==> src/rtl/pseq_pkg.sv <==
package pseq_pkg;
    localparam int NUM_RAILS = 4;
    localparam int CODE_W    = 3;
    localparam int TICK_W    = 5;
    localparam int IDX_W     = $clog2(NUM_RAILS);
    localparam int LVL_W     = $clog2(NUM_RAILS + 1);

    typedef logic [CODE_W-1:0] dly_code_t;
    typedef logic [TICK_W-1:0] tick_cnt_t;

    typedef enum logic {DIR_DOWN = 1'b0, DIR_UP = 1'b1} walk_dir_e;

    typedef struct packed {
        logic [NUM_RAILS-1:0]        en;
        dly_code_t [NUM_RAILS-1:0]   dly;
    } rail_cfg_t;

    typedef struct packed {
        walk_dir_e         dir;
        logic              busy;
        logic [LVL_W-1:0]  level;
    } walk_state_t;

    localparam dly_code_t [NUM_RAILS-1:0] DEFAULT_CODES =
        {3'd4, 3'd3, 3'd2, 3'd1};

    function automatic tick_cnt_t ticks_of(input dly_code_t code);
        tick_cnt_t t;
        case (code)
            3'd0:    t = 5'd2;
            3'd1:    t = 5'd3;
            3'd2:    t = 5'd4;
            3'd3:    t = 5'd6;
            3'd4:    t = 5'd12;
            default: t = 5'd22;
        endcase
        return t;
    endfunction
endpackage

==> src/rtl/pseq_deglitch.sv <==
module pseq_deglitch #(
    parameter int STABLE_CYCLES = 100000
) (
    input  logic clk_i,
    input  logic rst_i,
    input  logic raw_i,
    output logic rise_o,
    output logic fall_o
);
    localparam int CNT_W = $clog2(STABLE_CYCLES + 1);

    logic             sync_q1, sync_q2, level_q;
    logic [CNT_W-1:0] cnt_q;

    always_ff @(posedge clk_i) begin
        if (rst_i) begin
            sync_q1 <= 1'b0;
            sync_q2 <= 1'b0;
            level_q <= 1'b0;
            cnt_q   <= '0;
            rise_o  <= 1'b0;
            fall_o  <= 1'b0;
        end else begin
            sync_q1 <= raw_i;
            sync_q2 <= sync_q1;
            rise_o  <= 1'b0;
            fall_o  <= 1'b0;
            if (sync_q2 == level_q) begin
                cnt_q <= '0;
            end else if (cnt_q == CNT_W'(STABLE_CYCLES - 1)) begin
                cnt_q   <= '0;
                level_q <= sync_q2;
                rise_o  <= sync_q2;
                fall_o  <= ~sync_q2;
            end else begin
                cnt_q <= cnt_q + 1'b1;
            end
        end
    end
endmodule

==> src/rtl/pseq_step_timer.sv <==
module pseq_step_timer
    import pseq_pkg::*;
#(
    parameter int HALF_MS_CYCLES = 50000
) (
    input  logic      clk_i,
    input  logic      rst_i,
    input  logic      load_i,
    input  logic      stop_i,
    input  tick_cnt_t ticks_i,
    output logic      expire_o
);
    localparam int PRE_W = $clog2(HALF_MS_CYCLES + 1);

    logic [PRE_W-1:0] pre_q;
    tick_cnt_t        tcnt_q, target_q;
    logic             run_q;
    logic             tick_end;

    assign tick_end = (pre_q == PRE_W'(HALF_MS_CYCLES - 1));
    assign expire_o = run_q && tick_end && (tcnt_q == target_q - 1'b1);

    always_ff @(posedge clk_i) begin
        if (rst_i) begin
            pre_q    <= '0;
            tcnt_q   <= '0;
            target_q <= '0;
            run_q    <= 1'b0;
        end else if (load_i) begin
            pre_q    <= '0;
            tcnt_q   <= '0;
            target_q <= ticks_i;
            run_q    <= 1'b1;
        end else if (stop_i || expire_o) begin
            run_q <= 1'b0;
        end else if (run_q) begin
            if (tick_end) begin
                pre_q  <= '0;
                tcnt_q <= tcnt_q + 1'b1;
            end else begin
                pre_q <= pre_q + 1'b1;
            end
        end
    end
endmodule

==> src/rtl/pseq_walker.sv <==
module pseq_walker
    import pseq_pkg::*;
(
    input  logic                        clk_i,
    input  logic                        rst_i,
    input  logic                        rise_i,
    input  logic                        fall_i,
    input  logic                        expire_i,
    input  dly_code_t [NUM_RAILS-1:0]   codes_i,
    output logic                        load_o,
    output logic                        stop_o,
    output tick_cnt_t                   ticks_o,
    output logic [NUM_RAILS-1:0]        mask_o,
    output logic                        busy_o,
    output logic                        done_o
);
    walk_state_t      st_q, st_d;
    logic             done_d;
    logic [IDX_W-1:0] idx;

    always_comb begin
        st_d   = st_q;
        done_d = 1'b0;
        load_o = 1'b0;
        stop_o = 1'b0;
        idx    = '0;
        if (rise_i) begin
            st_d.dir = DIR_UP;
            if (st_q.level == LVL_W'(NUM_RAILS)) begin
                st_d.busy = 1'b0;
                done_d    = 1'b1;
                stop_o    = 1'b1;
            end else begin
                st_d.busy = 1'b1;
                load_o    = 1'b1;
                idx       = IDX_W'(st_q.level);
            end
        end else if (fall_i) begin
            st_d.dir = DIR_DOWN;
            if (st_q.level == '0) begin
                st_d.busy = 1'b0;
                done_d    = 1'b1;
                stop_o    = 1'b1;
            end else begin
                st_d.busy = 1'b1;
                load_o    = 1'b1;
                idx       = IDX_W'(st_q.level - 1'b1);
            end
        end else if (st_q.busy && expire_i) begin
            if (st_q.dir == DIR_UP) begin
                st_d.level = st_q.level + 1'b1;
                if (st_q.level == LVL_W'(NUM_RAILS - 1)) begin
                    st_d.busy = 1'b0;
                    done_d    = 1'b1;
                end else begin
                    load_o = 1'b1;
                    idx    = IDX_W'(st_q.level + 1'b1);
                end
            end else begin
                st_d.level = st_q.level - 1'b1;
                if (st_q.level == LVL_W'(1)) begin
                    st_d.busy = 1'b0;
                    done_d    = 1'b1;
                end else begin
                    load_o = 1'b1;
                    idx    = IDX_W'(st_q.level - 2'd2);
                end
            end
        end
        ticks_o = ticks_of(codes_i[idx]);
    end

    always_ff @(posedge clk_i) begin
        if (rst_i) begin
            st_q   <= '{dir: DIR_DOWN, busy: 1'b0, level: '0};
            done_o <= 1'b0;
        end else begin
            st_q   <= st_d;
            done_o <= done_d;
        end
    end

    for (genvar g = 0; g < NUM_RAILS; g++) begin : g_mask
        assign mask_o[g] = (st_q.level > LVL_W'(g));
    end

    assign busy_o = st_q.busy;
endmodule

==> src/rtl/pwr_seq_ctrl.sv <==
module pwr_seq_ctrl
    import pseq_pkg::*;
#(
    parameter int HALF_MS_CYCLES = 50000,
    parameter int FILT_HALF_MS   = 2
) (
    input  logic                          clk_i,
    input  logic                          rst_i,
    input  logic                          master_en_i,
    input  logic [NUM_RAILS-1:0]          ext_en_i,
    input  logic                          cfg_wr_i,
    input  logic [NUM_RAILS-1:0]          cfg_rail_en_i,
    input  logic [NUM_RAILS*CODE_W-1:0]   cfg_dly_i,
    output logic [NUM_RAILS-1:0]          rail_on_o,
    output logic                          seq_busy_o,
    output logic                          seq_done_o
);
    localparam int FILT_CYCLES = FILT_HALF_MS * HALF_MS_CYCLES;

    rail_cfg_t            cfg_q;
    logic [NUM_RAILS-1:0] ext_q1, ext_q2;
    logic [NUM_RAILS-1:0] seq_mask;
    logic                 m_rise, m_fall;
    logic                 t_load, t_stop, t_expire;
    tick_cnt_t            t_ticks;

    always_ff @(posedge clk_i) begin
        if (rst_i) begin
            cfg_q.en  <= '1;
            cfg_q.dly <= DEFAULT_CODES;
        end else if (cfg_wr_i) begin
            cfg_q.en  <= cfg_rail_en_i;
            cfg_q.dly <= cfg_dly_i;
        end
    end

    always_ff @(posedge clk_i) begin
        if (rst_i) begin
            ext_q1 <= '0;
            ext_q2 <= '0;
        end else begin
            ext_q1 <= ext_en_i;
            ext_q2 <= ext_q1;
        end
    end

    pseq_deglitch #(.STABLE_CYCLES(FILT_CYCLES)) u_filt (
        .clk_i  (clk_i),
        .rst_i  (rst_i),
        .raw_i  (master_en_i),
        .rise_o (m_rise),
        .fall_o (m_fall)
    );

    pseq_walker u_walk (
        .clk_i    (clk_i),
        .rst_i    (rst_i),
        .rise_i   (m_rise),
        .fall_i   (m_fall),
        .expire_i (t_expire),
        .codes_i  (cfg_q.dly),
        .load_o   (t_load),
        .stop_o   (t_stop),
        .ticks_o  (t_ticks),
        .mask_o   (seq_mask),
        .busy_o   (seq_busy_o),
        .done_o   (seq_done_o)
    );

    pseq_step_timer #(.HALF_MS_CYCLES(HALF_MS_CYCLES)) u_tmr (
        .clk_i    (clk_i),
        .rst_i    (rst_i),
        .load_i   (t_load),
        .stop_i   (t_stop),
        .ticks_i  (t_ticks),
        .expire_o (t_expire)
    );

    for (genvar g = 0; g < NUM_RAILS; g++) begin : g_rail
        always_ff @(posedge clk_i) begin
            if (rst_i) rail_on_o[g] <= 1'b0;
            else       rail_on_o[g] <= cfg_q.en[g] & (ext_q2[g] | seq_mask[g]);
        end
    end
endmodule

==> config.mk <==
export PLATFORM = sky130hd
export DESIGN_NAME = pwr_seq_ctrl
export DESIGN_NICKNAME = d
export VERILOG_FILES = /design/src/rtl/pseq_pkg.sv /design/src/rtl/pseq_deglitch.sv /design/src/rtl/pseq_step_timer.sv /design/src/rtl/pseq_walker.sv /design/src/rtl/pwr_seq_ctrl.sv
export SDC_FILE = /design/constraint.sdc
export NUM_CORES = 1
export LEC_CHECK = 0
export ABC_AREA = 1
export BUFFER_PORTS_ARGS = -buffer_cell sky130_fd_sc_hd__buf_2
export CAP_MARGIN = 25
export CORE_MARGIN = 2
export CORE_UTILIZATION = 43
export CTS_BUF_LIST = sky130_fd_sc_hd__clkbuf_8 sky130_fd_sc_hd__clkbuf_16
export CTS_CLUSTER_SIZE = 25
export DETAILED_ROUTE_END_ITERATION = 10
export GPL_ROUTABILITY_DRIVEN = 0
export PLACE_DENSITY_LB_ADDON = 0.1
export SYNTH_ARGS = -nofsm -noshare
export SYNTH_HDL_FRONTEND = slang
export SYNTH_SLANG_ARGS = --single-unit
==> constraint.sdc <==
create_clock -name clk_i -period 2.5 [get_ports clk_i]
set_clock_uncertainty 0.05 [all_clocks]
set_input_delay 0.5 -clock clk_i [delete_from_list [all_inputs] [get_ports clk_i]]
set_output_delay 0.5 -clock clk_i [all_outputs]
set_load 0.005 [all_outputs]
==> results.rst <==
.. list-table::
   :header-rows: 1

   * - Metric
     - Value
   * - Number of hold-repair buffers added at the cts stage
     - 0
   * - Distinct cell type count of the synthesized netlist
     - 40
   * - Antenna violations before repair
     - 0
   * - Async set or reset register ratio after synthesis
     - 0%
   * - Cell area after layout
     - 4710 sq um
   * - Number of I/O port buffers
     - 29
   * - Number of hold-slack violations in the final timing report
     - 0
   * - Number of detailed-routing iterations run before antenna repair
     - 6
   * - CTS clock-pin slew for the worst setup and hold paths
     - 80 ps
   * - Largest buffer count on any clock path
     - 2
   * - Result of the run
     - finished, final reports clean
   * - Placed cell area
     - 4500 sq um
   * - Maximum clock rate
     - between 0.4 and 0.5 GHz
   * - Setup repair after global routing missed its margin
     - no
   * - Type of element launching the critical path
     - flip-flop
   * - WL final
     - 8900 um
   * - Number of routed nets with antenna violations
     - 0
   * - First-pass GRT wire length
     - 15000 um
   * - Post-DP HPWL
     - 6880 um
   * - Maximum net fanout on the critical path
     - 7
   * - P per Cell Area
     - 523 nW/um^2
   * - Per-instance average area after synthesis
     - 7.09 sq um
   * - Final Critical Period
     - 2290 ps
   * - Largest net degree at the start of global routing
     - 19
   * - Drt first-iter violations
     - 121
   * - Starting Density
     - between 40% and 50%
   * - Net count after synthesis
     - 632
   * - Number of setup violations in the final report
     - 0
   * - Num Clock Sinks
     - 83
   * - Critical path arrival
     - around 2500 ps
   * - Netlist area before placement
     - 4240 sq um
   * - Transition time at the pin with the least slew margin
     - 425 ps
   * - Die X-Extent
     - 103 um
   * - Number of buffers inserted during clock tree synthesis
     - 9
   * - Share of Yosys cell area claimed by the top area cell type
     - 39.2%
   * - Clock tree from TritonCTS
     - done
   * - Core Rows
     - 36
   * - Number of synthesized register bits
     - 83
   * - Layout net count
     - 663
   * - Seq/Total Area, Yosys
     - 39.2%
   * - H-tree depth reported by CTS
     - 3
   * - Count of inserted antenna diode cells
     - 0
   * - Worst Path Class, Setup
     - reg -> reg
   * - Relative slew slack
     - 71.4%
   * - Primary flip-flop cell chosen by synthesis mapping
     - dfxtp_1
   * - Die footprint
     - 10700 sq um
   * - Cell chosen for the clock root
     - clkbuf_8
   * - Fraction of layout cells with a size suffix above 1
     - 15.6%
   * - Number of slew-limit violations in the final report
     - 0
   * - Setup Fix Bufs, Post-CTS
     - 0
   * - DR WL/cell
     - 11.6 um
   * - Drt drc
     - 0
   * - Cells taking the most area after synthesis
     - dfxtp_1 39%, nand2_1 11%, inv_1 7.1%
   * - Clock latency on the worst-skew pair
     - roughly 350 ps
   * - IO Pins
     - 30
   * - Req. time, crit path
     - between 2000 and 3000 ps
   * - Worst min-delay path class
     - in -> reg
   * - Area delta synth->final
     - 11.1%
   * - Largest area contributor in the synthesized netlist
     - dfxtp_1
   * - Placed Cells incl. Taps
     - ~750
   * - Non-filler cells in the finished layout
     - 767
   * - Gates resized, CTS repair
     - 0
   * - Yosys warnings
     - 0
   * - Element type at the critical path end
     - flip-flop
   * - Global-route congestion overflow total
     - 0
   * - Post-synth EDFFs
     - 0
   * - Number of vias in the routed layout
     - around 3700
   * - Total GRT Usage
     - 17.8%
   * - Peak supply drop
     - 0.302 mV
   * - Share of the clock period used by the worst path
     - 91.6%
   * - Via count of the first global-routing pass
     - 3418
   * - Standby leakage power
     - 1.98 nW
   * - Detailed-route vias per instance
     - ~5
   * - Core outline area
     - about 9700 sq um
   * - Total negative setup slack
     - 0 ps
   * - Maxcap violations
     - 0
   * - Vertical extent of the die
     - 103 um
   * - Number of instances in the synthesized netlist
     - approximately 600
==> layout make-up <==
| type | instances | area (sq um) |
|---|---|---|
| multi-input cells | 408 | 2150 |
| clock inverters | 5 | 52.6 |
| repair buffers | 34 | 183 |
| inverters | 93 | 349 |
| flip-flops and latches | 83 | 1660 |
| well taps | 133 | 166 |
| clock buffers | 11 | 151 |
| fillers | 1032 | 4970 |
==> layer usage <==
metal	vias to the layer above	wire length (um)	GRT usage, %
li1	1976	-	-
met1	1701	4310	22.2
met2	56	4160	30.1
met3	16	261	3.90
met4	0	172	6.68
met5	-	0	0
==> per-stage QoR <==
stage          power (mW)  setup slack (ps)  hold slack [ps]  utilization (%)
3_3_place_gp         1.51               254              342             46.5
2_1_floorplan        1.46               465              338                -
4_1_cts              2.50               171              272             48.6
6_report             2.46               209              292             48.6
5_1_grt              2.56              3.31              291             48.6
3_5_place_dp         1.51               186              350             46.5
==> state kept, by name, summed over array words and instances, names as in the netlist <==
register / cells
u_walk.done_o: 1
u_filt.fall_o: 1
u_tmr.run_q: 1
u_walk.busy_o: 1
ext_q1: 4
u_filt.sync_q2: 1
u_tmr.pre_q: 16
ext_q2: 4
u_filt.cnt_q: 17
u_tmr.target_q: 5
u_filt.rise_o: 1
rail_on_o: 4
cfg_q: 16
u_tmr.tcnt_q: 5
u_filt.sync_q1: 1
u_walk.st_q: 4
u_filt.level_q: 1
==> cell families after synthesis <==
logic type	Yosys count	synth area share, %
flops	83	39.2
xor+xnor	15	3.10
simple gates	298	33.4
compound gates	85	11.0
fa+ha+maj	10	2.95
buf+inv	107	10.3
==> synthesized netlist by cell type (3+ instances only) <==
| cell | n |
|---|---|
| nand2_1 | 119 |
| a211oi_1 | 4 |
| a21oi_1 | 40 |
| clkbuf_1 | 5 |
| nor2_2 | 5 |
| nor2_1 | 65 |
| dfxtp_1 | 83 |
| nand2_2 | 8 |
| nor3b_1 | 4 |
| inv_2 | 12 |
| o21ai_0 | 33 |
| inv_1 | 80 |
| buf_2 | 3 |
| ha_1 | 10 |
| buf_6 | 3 |
| xor2_1 | 10 |
| nand3_1 | 43 |
| nor3_2 | 3 |
| nor3_1 | 20 |
| nand3_2 | 9 |
| xnor2_1 | 5 |
| nand4_1 | 8 |
| nor4_1 | 6 |
==> critical path, stage by stage, from the launching register on <==
cell	delay, ps
dfxtp_1	420
ha_1	200
ha_1	140
inv_1	60
nand2_1	50
inv_1	60
a21oi_1	190
nor3_1	70
nand3_1	90
nand2_2	120
nor2_4	250
nand2_1	250
nor3b_1	250
==> where the power goes <==
group,total [mW],internal (mW),switching [mW]
combinational,0.115,0.0435,0.0712
clock,0.988,0.511,0.477
sequential,1.36,1.35,0.0112
total,2.46,1.90,0.559
==> cell usage in the layout, fill, tap and decap left out, types with 6 or more instances in the layout <==
| cell | n |
|---|---|
| nand2_1 | 119 |
| dfxtp_1 | 83 |
| inv_1 | 80 |
| nor2_1 | 65 |
| nand3_1 | 43 |
| a21oi_1 | 40 |
| o21ai_0 | 32 |
| buf_2 | 29 |
| nor3_1 | 20 |
| inv_2 | 13 |
| clkbuf_8 | 11 |
| xor2_1 | 10 |
| ha_1 | 10 |
| nand3_2 | 9 |
| nand4_1 | 8 |
| nand2_2 | 7 |
| nor4_1 | 6 |
==> path summary, 6_finish.rpt <==
path                       start  depth (start not counted)              to  slack [ps]
setup / recovery  u_walk.st_q[1]                         12  u_tmr.pre_q[3]         210
hold / removal       ext_en_i[0]                          3       ext_q1[0]         290
setup reg to reg  u_walk.st_q[1]                         12  u_tmr.pre_q[3]         210
hold reg to reg        ext_q1[3]                          2       ext_q2[3]         360
Note: power is estimated with default switching activity, not from simulation.
